--- config.mk ---
export PLATFORM = sky130hd
export DESIGN_NAME = rxr_frame_writer
export DESIGN_NICKNAME = d
export VERILOG_FILES = /design/src/rtl/rxr_pkg.sv /design/src/rtl/rxr_space_check.sv /design/src/rtl/rxr_dest_filter.sv /design/src/rtl/rxr_addr_gen.sv /design/src/rtl/rxr_frame_writer.sv
export SDC_FILE = /design/constraint.sdc
export NUM_CORES = 1
export LEC_CHECK = 0
export ABC_AREA = 1
export BUFFER_PORTS_ARGS = -buffer_cell sky130_fd_sc_hd__buf_2
export CORE_AREA = 8 8 154 156
export CTS_CLUSTER_SIZE = 40
export DETAILED_ROUTE_END_ITERATION = 7
export DIE_AREA = 0 0 162 164
export GPL_TIMING_DRIVEN = 0
export PLACE_DENSITY = 0.78
export SLEW_MARGIN = 15
export SYNTH_ARGS = -nofsm -noshare
export SYNTH_HDL_FRONTEND = slang
export SYNTH_HIERARCHICAL = 1
export SYNTH_SLANG_ARGS = --single-unit
--- constraint.sdc ---
create_clock -name clk -period 9.3 [get_ports clk]
set_input_delay 1.86 -clock clk [delete_from_list [all_inputs] [get_ports clk]]
set_output_delay 1.86 -clock clk [all_outputs]
set_load 0.01 [all_outputs]
--- src/rtl/rxr_pkg.sv ---
package rxr_pkg;

  localparam int PAGE_W    = 8;
  localparam int ADDR_W    = 16;
  localparam int DST_BYTES = 6;
  localparam int PAGE_SZ   = 256;

  localparam int CFG_BCAST_BIT   = 2;
  localparam int CFG_MCAST_BIT   = 3;
  localparam int CFG_PROMISC_BIT = 4;

  localparam logic [7:0] STATUS_OK    = 8'h01;
  localparam logic [7:0] STATUS_GROUP = 8'h20;

  typedef logic [PAGE_W-1:0] page_t;
  typedef logic [ADDR_W-1:0] maddr_t;

  typedef enum logic [2:0] {
    S_IDLE, S_ADDR, S_DROP, S_DECIDE, S_FLUSH, S_STREAM, S_PAD, S_HDR
  } rxr_state_e;

  // Room left between the write pointer and the reader's boundary, in bytes.
  function automatic int ring_free(page_t cur, page_t bnd, page_t start, page_t stop);
    int c;
    int b;
    c = PAGE_SZ * int'(cur);
    b = PAGE_SZ * int'(bnd);
    if (c < b) return b - c;
    return PAGE_SZ * (int'(stop) - int'(start)) - (c - b);
  endfunction

  // Page following a frame that occupies span_bytes (header + data + FCS room).
  function automatic page_t next_page(page_t base, page_t start, page_t stop, int span_bytes);
    int n;
    n = int'(base) + (span_bytes + PAGE_SZ - 1) / PAGE_SZ;
    if (n >= int'(stop)) n = n - (int'(stop) - int'(start));
    return page_t'(n);
  endfunction

  // Byte address after a, folded back to the ring start at the stop page.
  function automatic maddr_t step_addr(maddr_t a, page_t start, page_t stop);
    maddr_t n;
    n = a + maddr_t'(1);
    if (n == {stop, 8'h00}) n = {start, 8'h00};
    return n;
  endfunction

endpackage

--- src/rtl/rxr_space_check.sv ---
module rxr_space_check
  import rxr_pkg::*;
#(
  parameter int NEED_BYTES = 1518
) (
  input  logic  stopped,
  input  page_t cur,
  input  page_t bnd,
  input  page_t start,
  input  page_t stop,
  output logic  refuse
);

  logic short_room;

  assign short_room = ring_free(cur, bnd, start, stop) < NEED_BYTES;
  assign refuse     = stopped || short_room;

endmodule

--- src/rtl/rxr_dest_filter.sv ---
module rxr_dest_filter
  import rxr_pkg::*;
(
  input  logic [8*DST_BYTES-1:0] dst,
  input  logic [8*DST_BYTES-1:0] station,
  input  logic [7:0]             cfg,
  input  logic [63:0]            table_bits,
  input  logic [5:0]             hash,
  output logic                   accept,
  output logic                   group
);

  logic [DST_BYTES-1:0] byte_eq;
  logic [DST_BYTES-1:0] byte_ones;
  logic                 is_bcast;
  logic                 hash_hit;

  generate
    for (genvar i = 0; i < DST_BYTES; i++) begin : g_cmp
      assign byte_eq[i]   = dst[8*i +: 8] == station[8*i +: 8];
      assign byte_ones[i] = &dst[8*i +: 8];
    end
  endgenerate

  assign group    = dst[0];
  assign is_bcast = &byte_ones;
  assign hash_hit = table_bits[hash];

  always_comb begin
    if (cfg[CFG_PROMISC_BIT])  accept = 1'b1;
    else if (is_bcast)         accept = cfg[CFG_BCAST_BIT];
    else if (group)            accept = cfg[CFG_MCAST_BIT] && hash_hit;
    else                       accept = &byte_eq;
  end

endmodule

--- src/rtl/rxr_addr_gen.sv ---
module rxr_addr_gen
  import rxr_pkg::*;
(
  input  logic   clk,
  input  logic   rst_n,
  input  logic   load,
  input  maddr_t load_addr,
  input  logic   step,
  input  page_t  start,
  input  page_t  stop,
  output maddr_t addr
);

  always_ff @(posedge clk) begin
    if (!rst_n)    addr <= '0;
    else if (load) addr <= load_addr;
    else if (step) addr <= step_addr(addr, start, stop);
  end

  // the last byte below the stop page is followed by the ring start
  assert_step_wrap_R10: assert property (@(posedge clk) disable iff (!rst_n)
    (step && !load && addr == ({stop, 8'h00} - maddr_t'(1)))
      |=> addr == {$past(start), 8'h00});

endmodule

--- src/rtl/rxr_frame_writer.sv ---
module rxr_frame_writer
  import rxr_pkg::*;
#(
  parameter int         MIN_FRAME = 60,
  parameter int         MAX_FRAME = 1514,
  parameter int         HDR_BYTES = 4,
  parameter int         FCS_BYTES = 4,
  parameter logic [7:0] END_PAGE  = 8'hC0,
  parameter int         LEN_W     = 16
) (
  input  logic        clk,
  input  logic        rst_n,
  input  logic        ctl_stopped,
  input  logic [7:0]  rx_cfg,
  input  logic [47:0] station_addr,
  input  logic [63:0] mcast_table,
  input  logic [7:0]  ring_start,
  input  logic [7:0]  ring_stop,
  input  logic [7:0]  ring_bound,
  input  logic [7:0]  ring_cur,
  input  logic        in_valid,
  input  logic [7:0]  in_data,
  input  logic        in_last,
  input  logic [5:0]  in_hash,
  output logic        in_ready,
  output logic        mem_we,
  output logic [15:0] mem_addr,
  output logic [7:0]  mem_wdata,
  output logic        cur_wr,
  output logic [7:0]  cur_next,
  output logic [7:0]  rx_status,
  output logic        rx_irq_set
);

  localparam int NEED_BYTES = MAX_FRAME + HDR_BYTES;
  localparam int IDX_W      = 3;
  localparam logic [IDX_W-1:0] FLUSH_LAST = IDX_W'(DST_BYTES - 1);
  localparam logic [IDX_W-1:0] HDR_LAST   = IDX_W'(HDR_BYTES - 1);

  rxr_state_e           st_q, st_d;
  page_t                base_q;
  logic [8*DST_BYTES-1:0] dst_q;
  logic [5:0]           hash_q;
  logic [LEN_W-1:0]     len_q;
  logic [IDX_W-1:0]     idx_q;
  logic                 last_q;
  logic [7:0]           status_q;

  // named internal events
  logic   take;
  logic   frame_start;
  logic   refuse;
  logic   accept;
  logic   group;
  logic   data_we;
  logic   hdr_we;
  logic   commit;
  logic   load_data;
  page_t  base_pick;
  maddr_t data_addr;
  maddr_t hdr_addr;
  logic [15:0] total_len;
  page_t  nxt_page;
  logic [7:0] status_byte;
  logic [7:0] wbyte;

  assign base_pick   = (ring_cur >= END_PAGE) ? ring_start : ring_cur;
  assign take        = in_valid && in_ready;
  assign frame_start = (st_q == S_IDLE) && in_valid;
  assign load_data   = frame_start && !refuse;
  assign total_len   = 16'(len_q) + 16'(HDR_BYTES);
  assign nxt_page    = next_page(base_q, ring_start, ring_stop, int'(total_len) + FCS_BYTES);
  assign status_byte = STATUS_OK | (group ? STATUS_GROUP : 8'h00);
  assign hdr_addr    = {base_q, 8'h00} + maddr_t'(idx_q);

  rxr_space_check #(.NEED_BYTES(NEED_BYTES)) u_space (
    .stopped (ctl_stopped),
    .cur     (ring_cur),
    .bnd     (ring_bound),
    .start   (ring_start),
    .stop    (ring_stop),
    .refuse  (refuse)
  );

  rxr_dest_filter u_filter (
    .dst        (dst_q),
    .station    (station_addr),
    .cfg        (rx_cfg),
    .table_bits (mcast_table),
    .hash       (hash_q),
    .accept     (accept),
    .group      (group)
  );

  rxr_addr_gen u_addr (
    .clk       (clk),
    .rst_n     (rst_n),
    .load      (load_data),
    .load_addr ({base_pick, 8'h00} + maddr_t'(HDR_BYTES)),
    .step      (data_we),
    .start     (ring_start),
    .stop      (ring_stop),
    .addr      (data_addr)
  );

  always_comb begin
    unique case (st_q)
      S_IDLE, S_ADDR, S_DROP, S_STREAM: in_ready = 1'b1;
      default:                          in_ready = 1'b0;
    endcase
  end

  always_comb begin
    st_d    = st_q;
    data_we = 1'b0;
    hdr_we  = 1'b0;
    commit  = 1'b0;
    wbyte   = 8'h00;
    unique case (st_q)
      S_IDLE: begin
        if (in_valid) begin
          if (in_last)     st_d = S_IDLE;
          else if (refuse) st_d = S_DROP;
          else             st_d = S_ADDR;
        end
      end
      S_DROP: begin
        if (in_valid && in_last) st_d = S_IDLE;
      end
      S_ADDR: begin
        if (in_valid) begin
          if (len_q == LEN_W'(DST_BYTES - 1)) st_d = S_DECIDE;
          else if (in_last)                   st_d = S_IDLE;
        end
      end
      S_DECIDE: begin
        if (accept)      st_d = S_FLUSH;
        else if (last_q) st_d = S_IDLE;
        else             st_d = S_DROP;
      end
      S_FLUSH: begin
        data_we = 1'b1;
        wbyte   = dst_q[8*idx_q +: 8];
        if (idx_q == FLUSH_LAST) begin
          if (!last_q)                          st_d = S_STREAM;
          else if (int'(len_q) < MIN_FRAME)     st_d = S_PAD;
          else                                  st_d = S_HDR;
        end
      end
      S_STREAM: begin
        if (in_valid) begin
          data_we = 1'b1;
          wbyte   = in_data;
          if (in_last) st_d = (int'(len_q) + 1 < MIN_FRAME) ? S_PAD : S_HDR;
        end
      end
      S_PAD: begin
        data_we = 1'b1;
        wbyte   = 8'h00;
        if (int'(len_q) + 1 >= MIN_FRAME) st_d = S_HDR;
      end
      S_HDR: begin
        hdr_we = 1'b1;
        unique case (idx_q)
          3'd0:    wbyte = status_byte;
          3'd1:    wbyte = nxt_page;
          3'd2:    wbyte = total_len[7:0];
          default: wbyte = total_len[15:8];
        endcase
        if (idx_q == HDR_LAST) begin
          commit = 1'b1;
          st_d   = S_IDLE;
        end
      end
      default: st_d = S_IDLE;
    endcase
  end

  always_ff @(posedge clk) begin
    if (!rst_n) begin
      st_q     <= S_IDLE;
      base_q   <= '0;
      dst_q    <= '0;
      hash_q   <= '0;
      len_q    <= '0;
      idx_q    <= '0;
      last_q   <= 1'b0;
      status_q <= '0;
    end else begin
      st_q <= st_d;
      if (st_d == st_q && (st_q == S_FLUSH || st_q == S_HDR)) idx_q <= idx_q + IDX_W'(1);
      else                                                     idx_q <= '0;
      if (load_data) begin
        base_q     <= base_pick;
        dst_q[7:0] <= in_data;
        hash_q     <= in_hash;
        len_q      <= LEN_W'(1);
        last_q     <= 1'b0;
      end else if (st_q == S_ADDR && take) begin
        dst_q[8*len_q[2:0] +: 8] <= in_data;
        len_q  <= len_q + LEN_W'(1);
        last_q <= in_last;
      end else if (data_we && st_q != S_FLUSH) begin
        len_q <= len_q + LEN_W'(1);
      end
      if (commit) status_q <= status_byte;
    end
  end

  assign mem_we     = data_we || hdr_we;
  assign mem_addr   = hdr_we ? hdr_addr : data_addr;
  assign mem_wdata  = wbyte;
  assign cur_wr     = commit;
  assign cur_next   = nxt_page;
  assign rx_irq_set = commit;
  assign rx_status  = status_q;

  // a refused first byte leads to no write in the following cycle
  assert_refuse_nowrite_R1: assert property (@(posedge clk) disable iff (!rst_n)
    (frame_start && refuse) |=> !mem_we);

  // accept-all configuration always moves from the decision to the flush
  assert_promisc_accept_R2: assert property (@(posedge clk) disable iff (!rst_n)
    (st_q == S_DECIDE && rx_cfg[CFG_PROMISC_BIT]) |=> st_q == S_FLUSH);

  // nothing is committed shorter than the minimum frame
  assert_commit_minlen_R6: assert property (@(posedge clk) disable iff (!rst_n)
    commit |-> int'(len_q) >= MIN_FRAME);

  // frame bytes land inside the ring
  assert_data_in_ring_R10: assert property (@(posedge clk) disable iff (!rst_n)
    data_we |-> (data_addr >= {ring_start, 8'h00} && data_addr < {ring_stop, 8'h00}));

  // the input is held off while committing
  assert_busy_commit_R13: assert property (@(posedge clk) disable iff (!rst_n)
    commit |-> !in_ready);

endmodule

# After elaboration in Yosys (flattened, before gate mapping)
# Index checks and enable logic that the tools add are counted.
# W data, S select, Z words.
# op_classes
shifts,3
n_reduce_logical,26
div,0
mul,0
n_eq_ne,21
muxes,48
bitwise_logic,3
order_cmp,8
addsub,18
# ops
cell,count
$mux W16,6
$mux W32,2
$bwmux W48,1
$eq A8 B8 Y1,6
$pmux W8 S3,2
$reduce_and A48 Y1,1
$shift A8 B34 Y48 const A,1
$shiftx A48 B7 Y8,1
$shiftx A8 B34 Y48,1
$mux W8,5
$neg A6 Y34,1
$sub A16 B16 Y17,2
$mux W3,11
$add A16 B1 Y16 const B,2
$add A16 B3 Y16 const B,2
$add A32 B1 Y32,1
$add A9 B32 Y32,1
$ge A32 B9 Y1,1
$lt A32 B12 Y1 const B,1
$lt A32 B7 Y1 const B,1
$pmux W3 S8,1
$sub A18 B1 Y19 const B,1
$add A17 B9 Y18 const B,1
$sub A17 B17 Y18,1
36 further kinds,74
# word_totals
latch_bits,0
mem_count,0
mem_bits_rw,0
register_bits,109
romBits,0
elab_cells,138

# Depth between registers and ports, before layout
# logic_depth
ltp_word,12
mapped_depth,31
ltp_nobuf,31

# Modules after synthesis
# Netlist, hierarchy kept.
# by_module_without_submodules
module,instances,cells_per_inst,area_per_inst_um2
rxr_frame_writer,1,1053,6865.3
rxr_space_check,1,278,1672.9
rxr_dest_filter,1,328,1546.5
rxr_addr_gen,1,242,1413.9

# Worst setup path before layout
# Ideal clock, no wire load.
# synth_path
kind,reg-to-output
from,reg len_q[2]
to,out mem_wdata[7]
arrival_time_ns,4.231
path_stages_with_launch,25
path_buffers,0
setup_slack_ns,3.209
path_cell_list,dfxtp_1 -> ha_1 -> nand3_1 -> nor2_1 -> xor2_1 -> inv_1 -> xor2_1 -> ha_1 -> inv_1 -> fa_1 -> o21bai_1 -> xor2_1 -> inv_1 -> fa_1 -> ha_1 -> a21oi_1 -> o21ai_0 -> a31oi_1 -> nand3b_1 -> nand2_1 -> nand2_2 -> nand3_1 -> nand2_1 -> nand2_1 -> nand2_1
# synth_via
elab_chain_len,12
word_cells_on_any_way,13
cone_classes,7 x add/sub; 1 x order compare; 3 x mux; 1 x bitwise; 1 x reduce/logical
# synth_rtl
element,line_no,source
from (decl),rxr_frame_writer.sv:44,logic [LEN_W-1:0] len_q;
from (signal assigned),rxr_frame_writer.sv:201,len_q <= len_q + LEN_W'(1);
from (signal assigned),rxr_frame_writer.sv:204,len_q <= len_q + LEN_W'(1);
$add A16 B3 Y16 *,rxr_frame_writer.sv:71,assign total_len = 16'(len_q) + 16'(HDR_BYTES);
$add A16 B3 Y17,rxr_frame_writer.sv:72,"assign nxt_page = next_page(base_q, ring_start, ring_stop, int'(total_len) + FCS_BYTES);"
$add A17 B9 Y18,rxr_pkg.sv:35,n = int'(base) + (span_bytes + PAGE_SZ - 1) / PAGE_SZ;
$sub A18 B1 Y19,rxr_pkg.sv:35,
$reduce_or A8 Y1 (no line),n/a,
$and A1 B1 Y1 (no line),n/a,
$add A32 B1 Y32 (no line),n/a,
$add A9 B32 Y32,rxr_pkg.sv:35,
$ge A32 B9 Y1 / $sub A8 B8 Y8 (equally long branches),rxr_pkg.sv:36,if (n >= int'(stop)) n = n - (int'(stop) - int'(start));
$mux W8,rxr_pkg.sv:36,
$pmux W8 S3 *,rxr_frame_writer.sv:164,unique case (idx_q)
$pmux W8 S3 *,rxr_frame_writer.sv:119,unique case (st_q)
to (decl),rxr_frame_writer.sv:28,"output logic [7:0] mem_wdata,"
# Mark *: on every way between the ends. The rest lies on a longest branch, timed or not.

# Worst setup path in the final report
# layout_path
from,reg len_q[0]
to,out mem_wdata[7]
# Same word-level chain as after synthesis.

==> impl_metrics.json <==
{
  "antenna_violating_nets_post_route": 0,
  "drive_gt1_share_pct": 15.7,
  "grt_start_max_net_pins": 19,
  "number_of_enable_type_register_cells_in_the_synthesized_netlist": 0,
  "cp_top_delay_family": "adder cells",
  "synthXorXnorAreaFrac_pct": 4.27,
  "initial_utilization_pct": 53.9,
  "number_of_buffers_and_inverters_on_the_critical_path": 6,
  "gr-usage-met2_pct": 48.3,
  "clk_transition_reported_paths_ps": 70,
  "timing.fmax_mhz": 133,
  "cp_data_required_time_ps": 7440,
  "run_status": "complete, no violations",
  "count_of_buffers_added_by_post_cts_timing_repair_for_setup": 0,
  "fp.dieH_microns": 164,
  "grt_pass1_vias": 12288,
  "drcViolationCount": 0,
  "combinational_family_with_the_most_area_after_synthesis": "simple AND/OR/NAND/NOR gates",
  "cts-buffers-inserted": 9,
  "critical_path.most_common_cell": "sky130_fd_sc_hd__nand2_1",
  "cellLeakagePower_nw": 6.72,
  "final_hold_viol_count": 0,
  "synth-main-ff-cell": "sky130_fd_sc_hd__dfxtp_1",
  "first_pass_grt_wire_length_microns": 61400,
  "drt-initial-drc-count": 1280,
  "synthMuxAreaShare_pct": 0.490,
  "grtUsageTotal_pct": 28.6,
  "ports": 215,
  "gr-usage-met1_pct": 35.7,
  "ctsHtreeMaxLevel": 3,
  "synth-compound-area-share_pct": 16.4,
  "finalWorstPathRequiredPeriod_ps": 7500,
  "clock_tree.root_cell": "sky130_fd_sc_hd__clkbuf_16",
  "synth_cells": 1901,
  "portBuffers": 203,
  "flow.area_growth_from_synthesis_pct": 14.7,
  "slew_violations": 0,
  "ctsResizeCount": 0,
  "fp.dieArea_sq_um": 26600,
  "antenna_cells": 0,
  "synthesis.area_per_instance_sq_um": 6.05,
  "post_synth_fa_ha_maj_area_fraction_pct": 9.71,
  "holdBufCountCts": 0,
  "global_route.usage.met3_pct": 3.98,
  "synth-warning-count": 6,
  "setup_repair_after_global_routing_missed_its_margin": "false",
  "via_per_inst": 5.51,
  "core_sq_um": 21400,
  "crit_path_end_kind": "output pin",
  "avgRoutedWirePerCell_microns": 16.5,
  "antenna_violations_before_repair": 0,
  "total_overflow_reported_by_the_global_router": 0,
  "max-vdd-ir-drop_uv": 138,
  "clock-sinks": 103,
  "crit_path_start_kind": "flop",
  "wirelength_microns": 39900,
  "number_of_distinct_library_cells_after_synthesis": 59,
  "synth_sequential_area_ratio_pct": 17.9,
  "power_per_cell_area_nw_per_um2": 143,
  "first_pass_iters": 7,
  "netlist_area_sq_um": 11500,
  "max_slew_margin_pct": 35.7,
  "most-common-layout-cells": "sky130_fd_sc_hd__nand2_1 (477), sky130_fd_sc_hd__inv_1 (299), sky130_fd_sc_hd__buf_2 (210)",
  "tightestPinTransition_ps": 954,
  "mostFrequentLayoutCell": "sky130_fd_sc_hd__nand2_1",
  "gr-max-usage-layer": "met2",
  "async_flop_share_pct": 0,
  "cts_tree": "done",
  "post-dp-hpwl_microns": 32900,
  "die_wd_microns": 162,
  "postLayoutCoreUtil_pct": 61.8,
  "hold_path_class": "reg2reg",
  "worstSetupPathType": "reg2out",
  "core_rows": 54,
  "max_stage_delay_ps": 490,
  "post-route-period-util_pct": 80.7,
  "nNetsFinal": 2380,
  "max_cap_viols": 0,
  "worstPathArrival_ps": 5640,
  "setup_violations": 0,
  "gp_congestion": 1.01,
  "critical_path.slowest_cell": "sky130_fd_sc_hd__fa_1",
  "overall_via_count_from_detail_route": 13280,
  "clockBufferDepth": 2,
  "worst_clock_skew_ps": 10.1,
  "flop_and_latch_count_out_of_synthesis": 103,
  "critical_path.max_fanout": 10,
  "setup_total_negative_slack_ps": 0,
  "synth_simple_gate_area_share_pct": 37.4,
  "clk-insertion-delay-late_ps": 350
}
final timing paths:
kind                     start            to  depth (start not counted)  slack (ps)
hold / removal    rx_status[0]  rx_status[0]                          2         470
setup / recovery      len_q[0]  mem_wdata[7]                         30        1800
setup reg to reg      len_q[0]      dst_q[7]                         12        6030
hold reg to reg   rx_status[0]  rx_status[0]                          2         470
flip-flops by register name (all words and copies together) (netlist names):
| name | flops |
|---|---|
| idx_q | 3 |
| hash_q | 6 |
| u_addr/addr | 16 |
| base_q | 8 |
| dst_q | 48 |
| st_q | 3 |
| rx_status | 2 |
| len_q | 16 |
| last_q | 1 |
logic make-up after synthesis:
kind of cell               Yosys count
xor gates and xnor gates            56
other                                2
DFF                                103
and+or+nand+nor                    948
muxes                                5
adders and majority gates           82
buffers and inverters              376
AOI/OAI and AO/OA                  329
metal layers:
layer | vias up | wire length (microns)
met2 | 609 | 18400
li1 | 6617 | -
met1 | 5959 | 16300
met3 | 95 | 3470
met4 | 0 | 1690
met5 | - | 0
synth_stat cells (4+ instances only):
| library cell | instances | area share [%] |
|---|---|---|
| sky130_fd_sc_hd__a211oi_1 | 12 | 0.78 |
| sky130_fd_sc_hd__a21oi_1 | 113 | 4.9 |
| sky130_fd_sc_hd__a22oi_1 | 11 | 0.72 |
| sky130_fd_sc_hd__a31oi_1 | 12 | 0.65 |
| sky130_fd_sc_hd__and2_1 | 10 | 0.54 |
| sky130_fd_sc_hd__buf_2 | 7 | 0.30 |
| sky130_fd_sc_hd__buf_4 | 14 | 0.91 |
| sky130_fd_sc_hd__buf_6 | 10 | 0.98 |
| sky130_fd_sc_hd__clkbuf_1 | 30 | 0.98 |
| sky130_fd_sc_hd__dfxtp_1 | 103 | 18 |
| sky130_fd_sc_hd__fa_1 | 12 | 2.1 |
| sky130_fd_sc_hd__ha_1 | 70 | 7.6 |
| sky130_fd_sc_hd__inv_1 | 299 | 9.8 |
| sky130_fd_sc_hd__inv_2 | 4 | 0.13 |
| sky130_fd_sc_hd__mux2_2 | 5 | 0.49 |
| sky130_fd_sc_hd__nand2_1 | 477 | 16 |
| sky130_fd_sc_hd__nand2_2 | 21 | 1.1 |
| sky130_fd_sc_hd__nand3_1 | 160 | 7.0 |
| sky130_fd_sc_hd__nand3b_1 | 6 | 0.39 |
| sky130_fd_sc_hd__nand4_1 | 50 | 2.7 |
| sky130_fd_sc_hd__nor2_1 | 153 | 5.0 |
| sky130_fd_sc_hd__nor2_2 | 11 | 0.60 |
| sky130_fd_sc_hd__nor2_4 | 12 | 1.2 |
| sky130_fd_sc_hd__nor3_1 | 19 | 0.83 |
| sky130_fd_sc_hd__nor4_1 | 10 | 0.54 |
| sky130_fd_sc_hd__o211a_1 | 4 | 0.35 |
| sky130_fd_sc_hd__o211ai_1 | 14 | 0.91 |
| sky130_fd_sc_hd__o21ai_0 | 123 | 5.4 |
| sky130_fd_sc_hd__o22ai_1 | 16 | 0.87 |
| sky130_fd_sc_hd__or2_2 | 7 | 0.38 |
| sky130_fd_sc_hd__xnor2_1 | 10 | 0.76 |
| sky130_fd_sc_hd__xor2_1 | 46 | 3.5 |
per-stage QoR:
stage               instance area, sq um  instances  hold WS [ps]  power [mW]  setup slack, ps
floorplan                          11500       1913           443        1.24             3210
global placement                   12900       2396           452        1.50             2380
detailed placement                 12900       2396           464        1.52             2300
CTS                                13200       2411           480        1.88             1890
global route                       13200       2411           499        2.04             1380
finish                             13200       2411           473        1.89             1800
where the power goes:
group / internal, mW / leakage (nW) / switching, mW
clock: 0.185 / 0.134 / 0.181
sequential: 0.478 / 0.834 / 0.0512
combinational: 0.373 / 5.76 / 0.624
total: 1.04 / 6.72 / 0.857
layout make-up:
class                   count  area (sq um)
clock buffers               9           225
multi-input cells        1434          7900
plain buffers              66           410
well taps                 280           350
fillers                  2185          8160
clock inverters             6          53.8
repair buffers            203          1020
flip-flops and latches    103          2060
inverters                 310          1170
tightest hold or removal path, cell delays in order (launching register included):
cell and delay [ps]:
sky130_fd_sc_hd__dfxtp_1 330, sky130_fd_sc_hd__nor2_1 50, sky130_fd_sc_hd__nor2_1 60
Power figures use the tool's default switching activity.
